**config.mk**
```make
export PLATFORM = sky130hd
export DESIGN_NAME = hw_bkpt_unit
export DESIGN_NICKNAME = d
export VERILOG_FILES = /design/src/rtl/bkpt_pkg.sv /design/src/rtl/bkpt_slot.sv /design/src/rtl/bkpt_prio.sv /design/src/rtl/hw_bkpt_unit.sv
export SDC_FILE = /design/constraint.sdc
export NUM_CORES = 1
export LEC_CHECK = 0
export BUFFER_PORTS_ARGS = -buffer_cell sky130_fd_sc_hd__buf_2
export CAP_MARGIN = 0
export CORE_ASPECT_RATIO = 0.5
export CORE_MARGIN = 10
export CORE_UTILIZATION = 40
export CTS_CLUSTER_DIAMETER = 150
export DETAILED_ROUTE_END_ITERATION = 8
export GPL_ROUTABILITY_DRIVEN = 0
export SYNTH_ARGS = -nofsm -noshare
export SYNTH_HDL_FRONTEND = slang
export SYNTH_SLANG_ARGS = --single-unit
```
**constraint.sdc**
```tcl
create_clock -name clk -period 2.45 [get_ports clk]
set_input_delay 0.1225 -clock clk [delete_from_list [all_inputs] [get_ports clk]]
set_output_delay 0.1225 -clock clk [all_outputs]
set_load 0.1 [all_outputs]
```
**src/rtl/bkpt_pkg.sv**
```systemverilog
package bkpt_pkg;
  localparam int CFG_AW = 6;
  localparam int CFG_DW = 32;

  typedef enum logic [1:0] {
    FLD_CTRL = 2'd0,
    FLD_ADDR = 2'd1,
    FLD_CVAL = 2'd2,
    FLD_THR  = 2'd3
  } bkpt_field_e;

  // threshold of zero acts as one
  function automatic int unsigned thr_eff(input int unsigned thr);
    return (thr == 0) ? 1 : thr;
  endfunction

  // a hit fires once this hit brings the count up to the threshold
  function automatic logic hit_due(input int unsigned cnt, input int unsigned thr);
    return (cnt + 1) >= thr_eff(thr);
  endfunction

  // count advances on a hit and saturates at the threshold
  function automatic int unsigned next_count(input int unsigned cnt, input int unsigned thr);
    return (cnt >= thr_eff(thr)) ? cnt : cnt + 1;
  endfunction
endpackage

```
**src/rtl/bkpt_slot.sv**
```systemverilog
module bkpt_slot #(
  parameter int ADDR_W = 32,
  parameter int DATA_W = 32,
  parameter int CNT_W  = 8,
  parameter int GRP_W  = 2
) (
  input  logic                      clk,
  input  logic                      rst_n,
  input  logic                      wr_sel,
  input  logic [1:0]                wr_field,
  input  logic [bkpt_pkg::CFG_DW-1:0] wr_data,
  input  logic                      grp_we,
  input  logic [GRP_W-1:0]          grp_id,
  input  logic                      grp_val,
  input  logic                      pc_valid,
  input  logic [ADDR_W-1:0]         pc,
  input  logic [DATA_W-1:0]         mon_val,
  output logic                      fire_o,
  output logic                      en_o,
  output logic                      os_o
);
  import bkpt_pkg::*;

  logic              en_q, os_q, cond_q;
  logic [GRP_W-1:0]  grp_q;
  logic [ADDR_W-1:0] addr_q;
  logic [DATA_W-1:0] cval_q;
  logic [CNT_W-1:0]  thr_q, cnt_q;
  logic              hit;

  assign hit    = en_q && pc_valid && (pc == addr_q) && (!cond_q || (mon_val == cval_q));
  assign fire_o = hit && hit_due(int'(cnt_q), int'(thr_q));
  assign en_o   = en_q;
  assign os_o   = os_q;

  always_ff @(posedge clk or negedge rst_n) begin
    if (!rst_n) begin
      en_q   <= 1'b0;
      os_q   <= 1'b0;
      cond_q <= 1'b0;
      grp_q  <= '0;
      addr_q <= '0;
      cval_q <= '0;
      thr_q  <= '0;
      cnt_q  <= '0;
    end else begin
      if (hit) cnt_q <= CNT_W'(next_count(int'(cnt_q), int'(thr_q)));
      if (fire_o && os_q) en_q <= 1'b0;
      if (grp_we && (grp_id == grp_q)) en_q <= grp_val;
      if (wr_sel) begin
        cnt_q <= '0;
        case (bkpt_field_e'(wr_field))
          FLD_CTRL: begin
            en_q   <= wr_data[0];
            os_q   <= wr_data[1];
            cond_q <= wr_data[2];
            grp_q  <= wr_data[GRP_W+3:4];
          end
          FLD_ADDR: addr_q <= wr_data[ADDR_W-1:0];
          FLD_CVAL: cval_q <= wr_data[DATA_W-1:0];
          default:  thr_q  <= wr_data[CNT_W-1:0];
        endcase
      end
    end
  end
endmodule

```
**src/rtl/bkpt_prio.sv**
```systemverilog
module bkpt_prio #(
  parameter int N     = 4,
  parameter int IDX_W = 2
) (
  input  logic [N-1:0]     req,
  output logic             any_o,
  output logic [IDX_W-1:0] idx_o
);
  always_comb begin
    idx_o = '0;
    for (int i = N - 1; i >= 0; i--) begin
      if (req[i]) idx_o = IDX_W'(i);
    end
  end
  assign any_o = |req;
endmodule

```
**src/rtl/hw_bkpt_unit.sv**
```systemverilog
module hw_bkpt_unit #(
  parameter int NUM_SLOTS = 4,
  parameter int ADDR_W    = 32,
  parameter int DATA_W    = 32,
  parameter int CNT_W     = 8,
  parameter int GRP_W     = 2,
  localparam int IDX_W    = (NUM_SLOTS > 1) ? $clog2(NUM_SLOTS) : 1
) (
  input  logic                        clk,
  input  logic                        rst_n,
  input  logic                        cfg_we,
  input  logic [bkpt_pkg::CFG_AW-1:0] cfg_addr,
  input  logic [bkpt_pkg::CFG_DW-1:0] cfg_wdata,
  input  logic                        pc_valid,
  input  logic [ADDR_W-1:0]           pc,
  input  logic [DATA_W-1:0]           mon_val,
  output logic                        halt_o,
  output logic [IDX_W-1:0]            halt_slot_o
);
  logic                 grp_we;
  logic [NUM_SLOTS-1:0] slot_wr, slot_fire, slot_en, slot_os;
  logic                 fire_any;
  logic [IDX_W-1:0]     fire_idx;

  assign grp_we = cfg_we && cfg_addr[5];

  for (genvar i = 0; i < NUM_SLOTS; i++) begin : g_slot
    assign slot_wr[i] = cfg_we && !cfg_addr[5] && (cfg_addr[4:2] == 3'(i));
    bkpt_slot #(
      .ADDR_W(ADDR_W), .DATA_W(DATA_W), .CNT_W(CNT_W), .GRP_W(GRP_W)
    ) u_slot (
      .clk      (clk),
      .rst_n    (rst_n),
      .wr_sel   (slot_wr[i]),
      .wr_field (cfg_addr[1:0]),
      .wr_data  (cfg_wdata),
      .grp_we   (grp_we),
      .grp_id   (cfg_wdata[GRP_W-1:0]),
      .grp_val  (cfg_wdata[8]),
      .pc_valid (pc_valid),
      .pc       (pc),
      .mon_val  (mon_val),
      .fire_o   (slot_fire[i]),
      .en_o     (slot_en[i]),
      .os_o     (slot_os[i])
    );
  end

  bkpt_prio #(.N(NUM_SLOTS), .IDX_W(IDX_W)) u_prio (
    .req   (slot_fire),
    .any_o (fire_any),
    .idx_o (fire_idx)
  );

  always_ff @(posedge clk or negedge rst_n) begin
    if (!rst_n) begin
      halt_o      <= 1'b0;
      halt_slot_o <= '0;
    end else begin
      halt_o <= fire_any;
      if (fire_any) halt_slot_o <= fire_idx;
    end
  end
endmodule

```
Yosys cells after proc, flatten, opt, wreduce, memory -nomap -nowiden
Cells that the tools add are included.
{"block": "word_totals", "register_bits": 343, "inputBits": 106, "wordCells": 175}
{"block": "op_classes", "add_sub_neg": 4, "reduce_logical": 71, "muxes": 36, "n_bitwise": 1, "magnitude_cmp": 8, "n_eq_ne": 21}
{"operator": "32-bit equality test", "n": 8}
{"operator": "8-bit by 32-bit >= comparator with 1-bit output", "n": 4}
{"operator": "8-bit 2-to-1 mux", "n": 16}
{"operator": "2-bit AND reduction", "n": 20}
{"operator": "8-bit by 1-bit adder with 9-bit output (second input constant)", "n": 4}
{"operator": "9-bit by 8-bit >= comparator with 1-bit output", "n": 4}
{"operator": "8-bit logical NOT", "n": 4}
{"operator": "1-bit logical AND", "n": 30}
{"operator": "1-bit 2-to-1 mux", "n": 16}
{"operator": "2-bit equality test", "n": 4}
{"operator": "2-bit 2-to-1 mux", "n": 4}
{"operator": "2-bit by 1-bit inequality test with 1-bit output (second input constant)", "n": 4}
{"operator": "2-bit nonzero test", "n": 4}
{"operator": "3-bit by 2-bit equality test with 1-bit output (second input constant)", "n": 2}
{"operator": "1-bit logical NOT", "n": 5}
{"operator": "1-bit logical OR", "n": 4}
{"operator": "4-bit OR reduction", "n": 1}
{"operator": "3-bit by 1-bit equality test with 1-bit output (second input constant)", "n": 1}
{"operator": "3-bit logical NOT", "n": 1}
{"operator": "3-bit OR reduction", "n": 1}
{"operator": "2-bit by 1-bit equality test with 1-bit output (second input constant)", "n": 1}
{"operator": "2-bit equality test (second input constant)", "n": 1}
{"operator": "2-bit logical NOT", "n": 1}
{"operator": "1-bit inverter", "n": 1}

Depth between registers and ports, before layout
{"block": "logic_depth", "word_depth": 9, "mapped_depth": 12}

Hierarchy
Synthesis repeated with hierarchy kept, for this count alone.
{"block": "unflattened", "cells_unflattened": 1568, "area_unflattened_um2": 19005.7}
{"module": "bkpt_slot at g_slot[0].u_slot ...", "instances": 2, "cells_per_inst": 390, "area_each_um2": 4735.8, "seq_area_each_um2": 2127.0}
{"module": "bkpt_slot at g_slot[2].u_slot ...", "instances": 2, "cells_per_inst": 385, "area_each_um2": 4672.0, "seq_area_each_um2": 2127.0}
{"module": "hw_bkpt_unit", "instances": 1, "cells_per_inst": 11, "area_each_um2": 155.1, "seq_area_each_um2": 75.1}
{"module": "bkpt_prio", "instances": 1, "cells_per_inst": 7, "area_each_um2": 35.0, "seq_area_each_um2": 0.0}

Worst setup path after synthesis
OpenSTA, ideal clock, no wires.
{"block": "synth_path", "path_kind": "reg2reg", "startpoint": "register g_slot[1].u_slot.cnt_q[0]", "endpoint": "register halt_slot_o[1]", "stages_incl_launch_ff": 12, "setup_ns": 0.120, "path_buffers": 0, "synth_period_minus_slack_ns": 2.645, "arrival_ns": 2.525, "path_slack_ns": -0.195, "required_ns": 2.330, "path_cell_list": "dfrtp_1 > ha_1 > and3_1 > and3_1 > xor2_1 > ha_1 > o211a_1 > nand2_1 > o211a_1 > nor4_1 > o21ba_2 > o21a_1"}
{"block": "synth_between", "elab_chain_cells": 5}
{"element": "from (decl)", "line": "bkpt_slot.sv:28", "text": "logic [CNT_W-1:0] thr_q, cnt_q;"}
{"element": "from (signal assigned)", "line": "bkpt_slot.sv:47", "text": "if (hit) cnt_q <= CNT_W'(next_count(int'(cnt_q), int'(thr_q)));"}
{"element": "8-bit by 1-bit adder with 9-bit output *", "line": "bkpt_pkg.sv:19", "text": "return (cnt + 1) >= thr_eff(thr);"}
{"element": "9-bit by 8-bit >= comparator with 1-bit output *", "line": "bkpt_pkg.sv:19"}
{"element": "1-bit logical AND *", "line": "bkpt_slot.sv:32", "text": "assign fire_o = hit && hit_due(int'(cnt_q), int'(thr_q));"}
{"element": "2-bit 2-to-1 mux (2 in series)", "line": "bkpt_prio.sv:12", "text": "if (req[i]) idx_o = IDX_W'(i);"}
{"element": "to (signal assigned)", "line": "hw_bkpt_unit.sv:61", "text": "if (fire_any) halt_slot_o <= fire_idx;"}
{"element": "to (decl)", "line": "hw_bkpt_unit.sv:18", "text": "output logic [IDX_W-1:0] halt_slot_o"}
Every way passes the cells marked *; elsewhere a longest branch is shown, timed or not.
A chain may end at the register's enable or synchronous reset.

Final worst setup path
{"block": "layout_path", "startpoint": "register g_slot[0].u_slot.thr_q[3]", "endpoint": "register g_slot[0].u_slot.cnt_q[7]"}
{"block": "layout_between", "elab_chain_cells": 5}
{"element": "from (decl)", "line": "bkpt_slot.sv:28"}
{"element": "from (signal assigned)", "line": "bkpt_slot.sv:61", "text": "default: thr_q <= wr_data[CNT_W-1:0];"}
{"element": "8-bit logical NOT", "line": "bkpt_pkg.sv:14", "text": "return (thr == 0) ? 1 : thr;"}
{"element": "8-bit 2-to-1 mux *", "line": "bkpt_pkg.sv:14"}
{"element": "8-bit by 32-bit >= comparator with 1-bit output *", "line": "bkpt_pkg.sv:24", "text": "return (cnt >= thr_eff(thr)) ? cnt : cnt + 1;"}
{"element": "2-bit by 1-bit inequality test with 1-bit output (no line) *"}
{"element": "2-bit AND reduction (no line) *"}
{"element": "to (signal assigned)", "line": "bkpt_slot.sv:47"}
{"element": "to (decl)", "line": "bkpt_slot.sv:28"}
Marked as above.

==> results_dict.tcl <==
set metrics [dict create \
    syn-num-nets 1683 \
    drc 0 \
    dp.cells 2308 \
    rows 54 \
    final_cells 2401 \
    irDropWorstVdd_mv 0.424 \
    layout_setup_ws_ns -0.162 \
    max_freq_mhz 383 \
    crit_path_top_delay_cell "or3b_4" \
    layout_common_cells "dfrtp_1, mux2_2, xnor2_1" \
    vias 12400 \
    ant_nets 0 \
    avgSynthCellArea_um2 11.9 \
    crit_path_max_fanout 7 \
    drt_pass1_iterations 4 \
    io_buffers 108 \
    cellPowerDensity_mw_per_mm2 680 \
    ioPinCount 109 \
    drive_above_1_share 0.387 \
    clock_path_buffers 3 \
    ys_seq_area_frac 0.477 \
    skew_ns 0.0138 \
    dp_hpwl_mm 35.4 \
    tightest_slew_ns 0.620 \
    nets 1963 \
    netlist_area_mm2 0.0180 \
    overflow 0 \
    cp-startpoint "g_slot[0].u_slot.thr_q[3]$_DFFE_PN0P_" \
    pre_cts_slack_ns -0.268 \
    period_share 1.07 \
    synthArstFlopShare 1.00 \
    status "finished, violations left" \
    vias_per_cell 5.16 \
    grt_pass1_wl_mm 76.5 \
    ys.warnings.count 0 \
    ys_types 55 \
    synth-edff-count 0 \
    htreeDepth 2 \
    wirelength_mm 48.9 \
    path_cells "nor4_1 -> a41o_1 -> ha_1 -> nor2b_1 -> o21ai_1 -> a21oi_1 -> o211ai_1 -> or3b_4 -> or3_1 -> a21oi_2" \
    clk_pin_slew_ns 0.06 \
    fin_area_mm2 0.0224 \
    rrSetupSlack_ns -0.16 \
    cts_buffers 35 \
    area_delta_synth_final_pct 24.6 \
    whs_endpoint "g_slot[1].u_slot.cval_q[11]$_DFFE_PN0P_" \
    grt_max_degree 72 \
    antenna_found_initial 0 \
    r2r_end "g_slot[0].u_slot.cnt_q[7]$_DFFE_PN0P_" \
    max_stage_delay_ns 0.47 \
    r2r-start "g_slot[0].u_slot.thr_q[3]$_DFFE_PN0P_" \
    synth_top_family_by_area "multiplexers" \
    power_uw 15300 \
    fill_cells 3823 \
    tns_ns -2.75 \
    dpl-instance-area_mm2 0.0204 \
    rsz0062_at_grt "true" \
    clock_sinks 343 \
    setup_violations 27 \
    cap_violations 0 \
    crit_family "simple AND/OR/NAND/NOR gates" \
    slew_headroom 0.587 \
    dieArea_mm2 0.0544 \
    die_w_um 320 \
    synth-simple-area-share 0.0837 \
    worstSetupPathType "flop to flop" \
    cts-root-buf "clkbuf_16" \
    drtIter0Drc 689 \
    synth_xor_area_frac 0.145 \
    cp_data_arrival_time_ns 3.07 \
    crit_buf_inv 0 \
    routedWlPerCell_um 20.4 \
    coreArea_mm2 0.0440 \
    synthMuxAreaShare 0.177 \
    min_path_type "input port to flop" \
    p_leak_uw 0.0106 \
    insertion_delay_ns 0.54 \
    synthCells 1509 \
    violations "negative setup slack" \
    worst_setup_path_end_kind "flop" \
    synthAdderAreaFrac 0.0473 \
    chipHeight_um 170 \
    finalHoldViolCount 0 \
    first_global_vias 12900 \
    final_common_cell "dfrtp_1" \
    final_max_slew_viol_count 0 \
    crit_path_start_kind "flop" \
    hp-start "cfg_wdata[11]" \
    min_period_ns 2.61 \
    reg2regPathDepth 10 \
    synthFlopType "dfrtp_1" \
    start_util 0.409 \
    worst_ep_required_time_ns 2.90 \
    tritoncts "built" \
    ys_ff_latch 343 \
    hold_path_depth 2 \
    grtUsageTotal 0.178 \
    synth_compound_area_frac 0.0501 \
]
-- synth_stat cells (2+ instances only) --
library cell	number	area, µm²
or2_2	3	18.8
a211o_1	3	26.3
o211a_1	3	30.0
nand2_1	65	244
o221ai_1	2	17.5
and3_1	11	68.8
nand3_1	22	110
xnor2_1	160	1400
o21ai_0	49	245
dfrtp_1	343	8580
a2111oi_0	2	17.5
a41o_1	4	40.0
and2_1	2	12.5
a21o_1	10	75.1
a31o_2	2	17.5
nor4_1	43	269
nor3_1	6	30.0
nand4_1	40	250
inv_1	51	191
o2111ai_1	9	78.8
or4_1	4	30.0
mux2_2	278	3130
mux2i_1	5	50.1
nor3b_1	2	15.0
a211oi_1	3	22.5
o211ai_1	4	30.0
or3_1	17	106
a21oi_1	36	180
nor4b_1	2	17.5
clkbuf_1	45	169
nor2b_1	8	50.1
o21a_1	3	22.5
nor2_1	35	131
ha_1	68	851
xor2_1	138	1210
nand2b_1	4	25.0
a21boi_0	5	37.5
nor4bb_1	5	50.1
-- metrics by stage --
| stage | hold WS (ns) | util |
|---|---|---|
| detailed placement | 0.0715 | 0.465 |
| finish | 0.0121 | 0.510 |
| global placement | 0.0717 | 0.465 |
| CTS | 0.00268 | 0.501 |
| floorplan | -0.173 | - |
| global route | 0.00712 | 0.510 |
-- power by group --
part | total, µW | switching, µW | internal (µW)
combinational | 2940 | 1410 | 1530
clock | 5450 | 2320 | 3140
sequential | 6860 | 480 | 6380
total | 15300 | 4210 | 11000
-- state kept, by name, summed over array words and instances, names as in the netlist --
| signal | flops |
|---|---|
| g_slot.u_slot.os_o | 4 |
| g_slot.u_slot.thr_q | 32 |
| g_slot.u_slot.cond_q | 4 |
| g_slot.u_slot.addr_q | 128 |
| g_slot.u_slot.cval_q | 128 |
| g_slot.u_slot.grp_q | 8 |
| halt_slot_o | 2 |
| g_slot.u_slot.en_o | 4 |
| halt_o | 1 |
| g_slot.u_slot.cnt_q | 32 |
-- area by class of cell --
type,count,area (µm²),share of cell area
Antenna cell,1,2.50,0.000112
Clock buffer,52,1030,0.0459
Clock inverter,8,111,0.00496
Inverter,51,191,0.00853
Multi-Input combinational cell,1070,9690,0.432
Sequential cell,343,8590,0.383
Tap cell,588,736,0.0328
Timing Repair Buffer,288,2090,0.0932
-- how the worst max path moves through the flow --
stage,to,cells past startpoint
finish,g_slot[0].u_slot.cnt_q[7]$_DFFE_PN0P_,10
global placement,g_slot[3].u_slot.cnt_q[7]$_DFFE_PN0P_,10
global route,g_slot[3].u_slot.cnt_q[2]$_DFFE_PN0P_,10
detailed placement,halt_slot_o[0]$_DFFE_PN0P_,12
CTS,g_slot[2].u_slot.cnt_q[4]$_DFFE_PN0P_,8
floorplan,g_slot[3].u_slot.cnt_q[2]$_DFFE_PN0P_,11
-- repair_timing --
action | 4_1_cts | 5_1_grt
hold buffers | 15 | 0
endpoints found under the setup margin | 39 | 39
hold endpoints to repair | 375 | 0
pin swaps | 10 | 53
gates cloned | 2 | 0
setup buffers | 6 | 10
resized for setup | 39 | 67
-- logic make-up (layout without fill, tap and decap cells) --
| kind of cell | Yosys count | in the layout |
|---|---|---|
| DFF | 343 | 343 |
| other | 0 | 1 |
| buffers and inverters | 98 | 399 |
| xor gates and xnor gates | 298 | 298 |
| adders and majority gates | 68 | 68 |
| AOI/OAI and AO/OA | 142 | 143 |
| muxes | 283 | 283 |
| and+or+nand+nor | 277 | 278 |
-- per-layer routing --
| layer | part of all wire | track usage |
|---|---|---|
| met3 | 0.032 | 0.0243 |
| met4 | 0.017 | 0.0395 |
| met1 | 0.48 | 0.243 |
| met2 | 0.48 | 0.299 |
| met5 | 0 | 0 |
(Power assumes the default switching activity.)
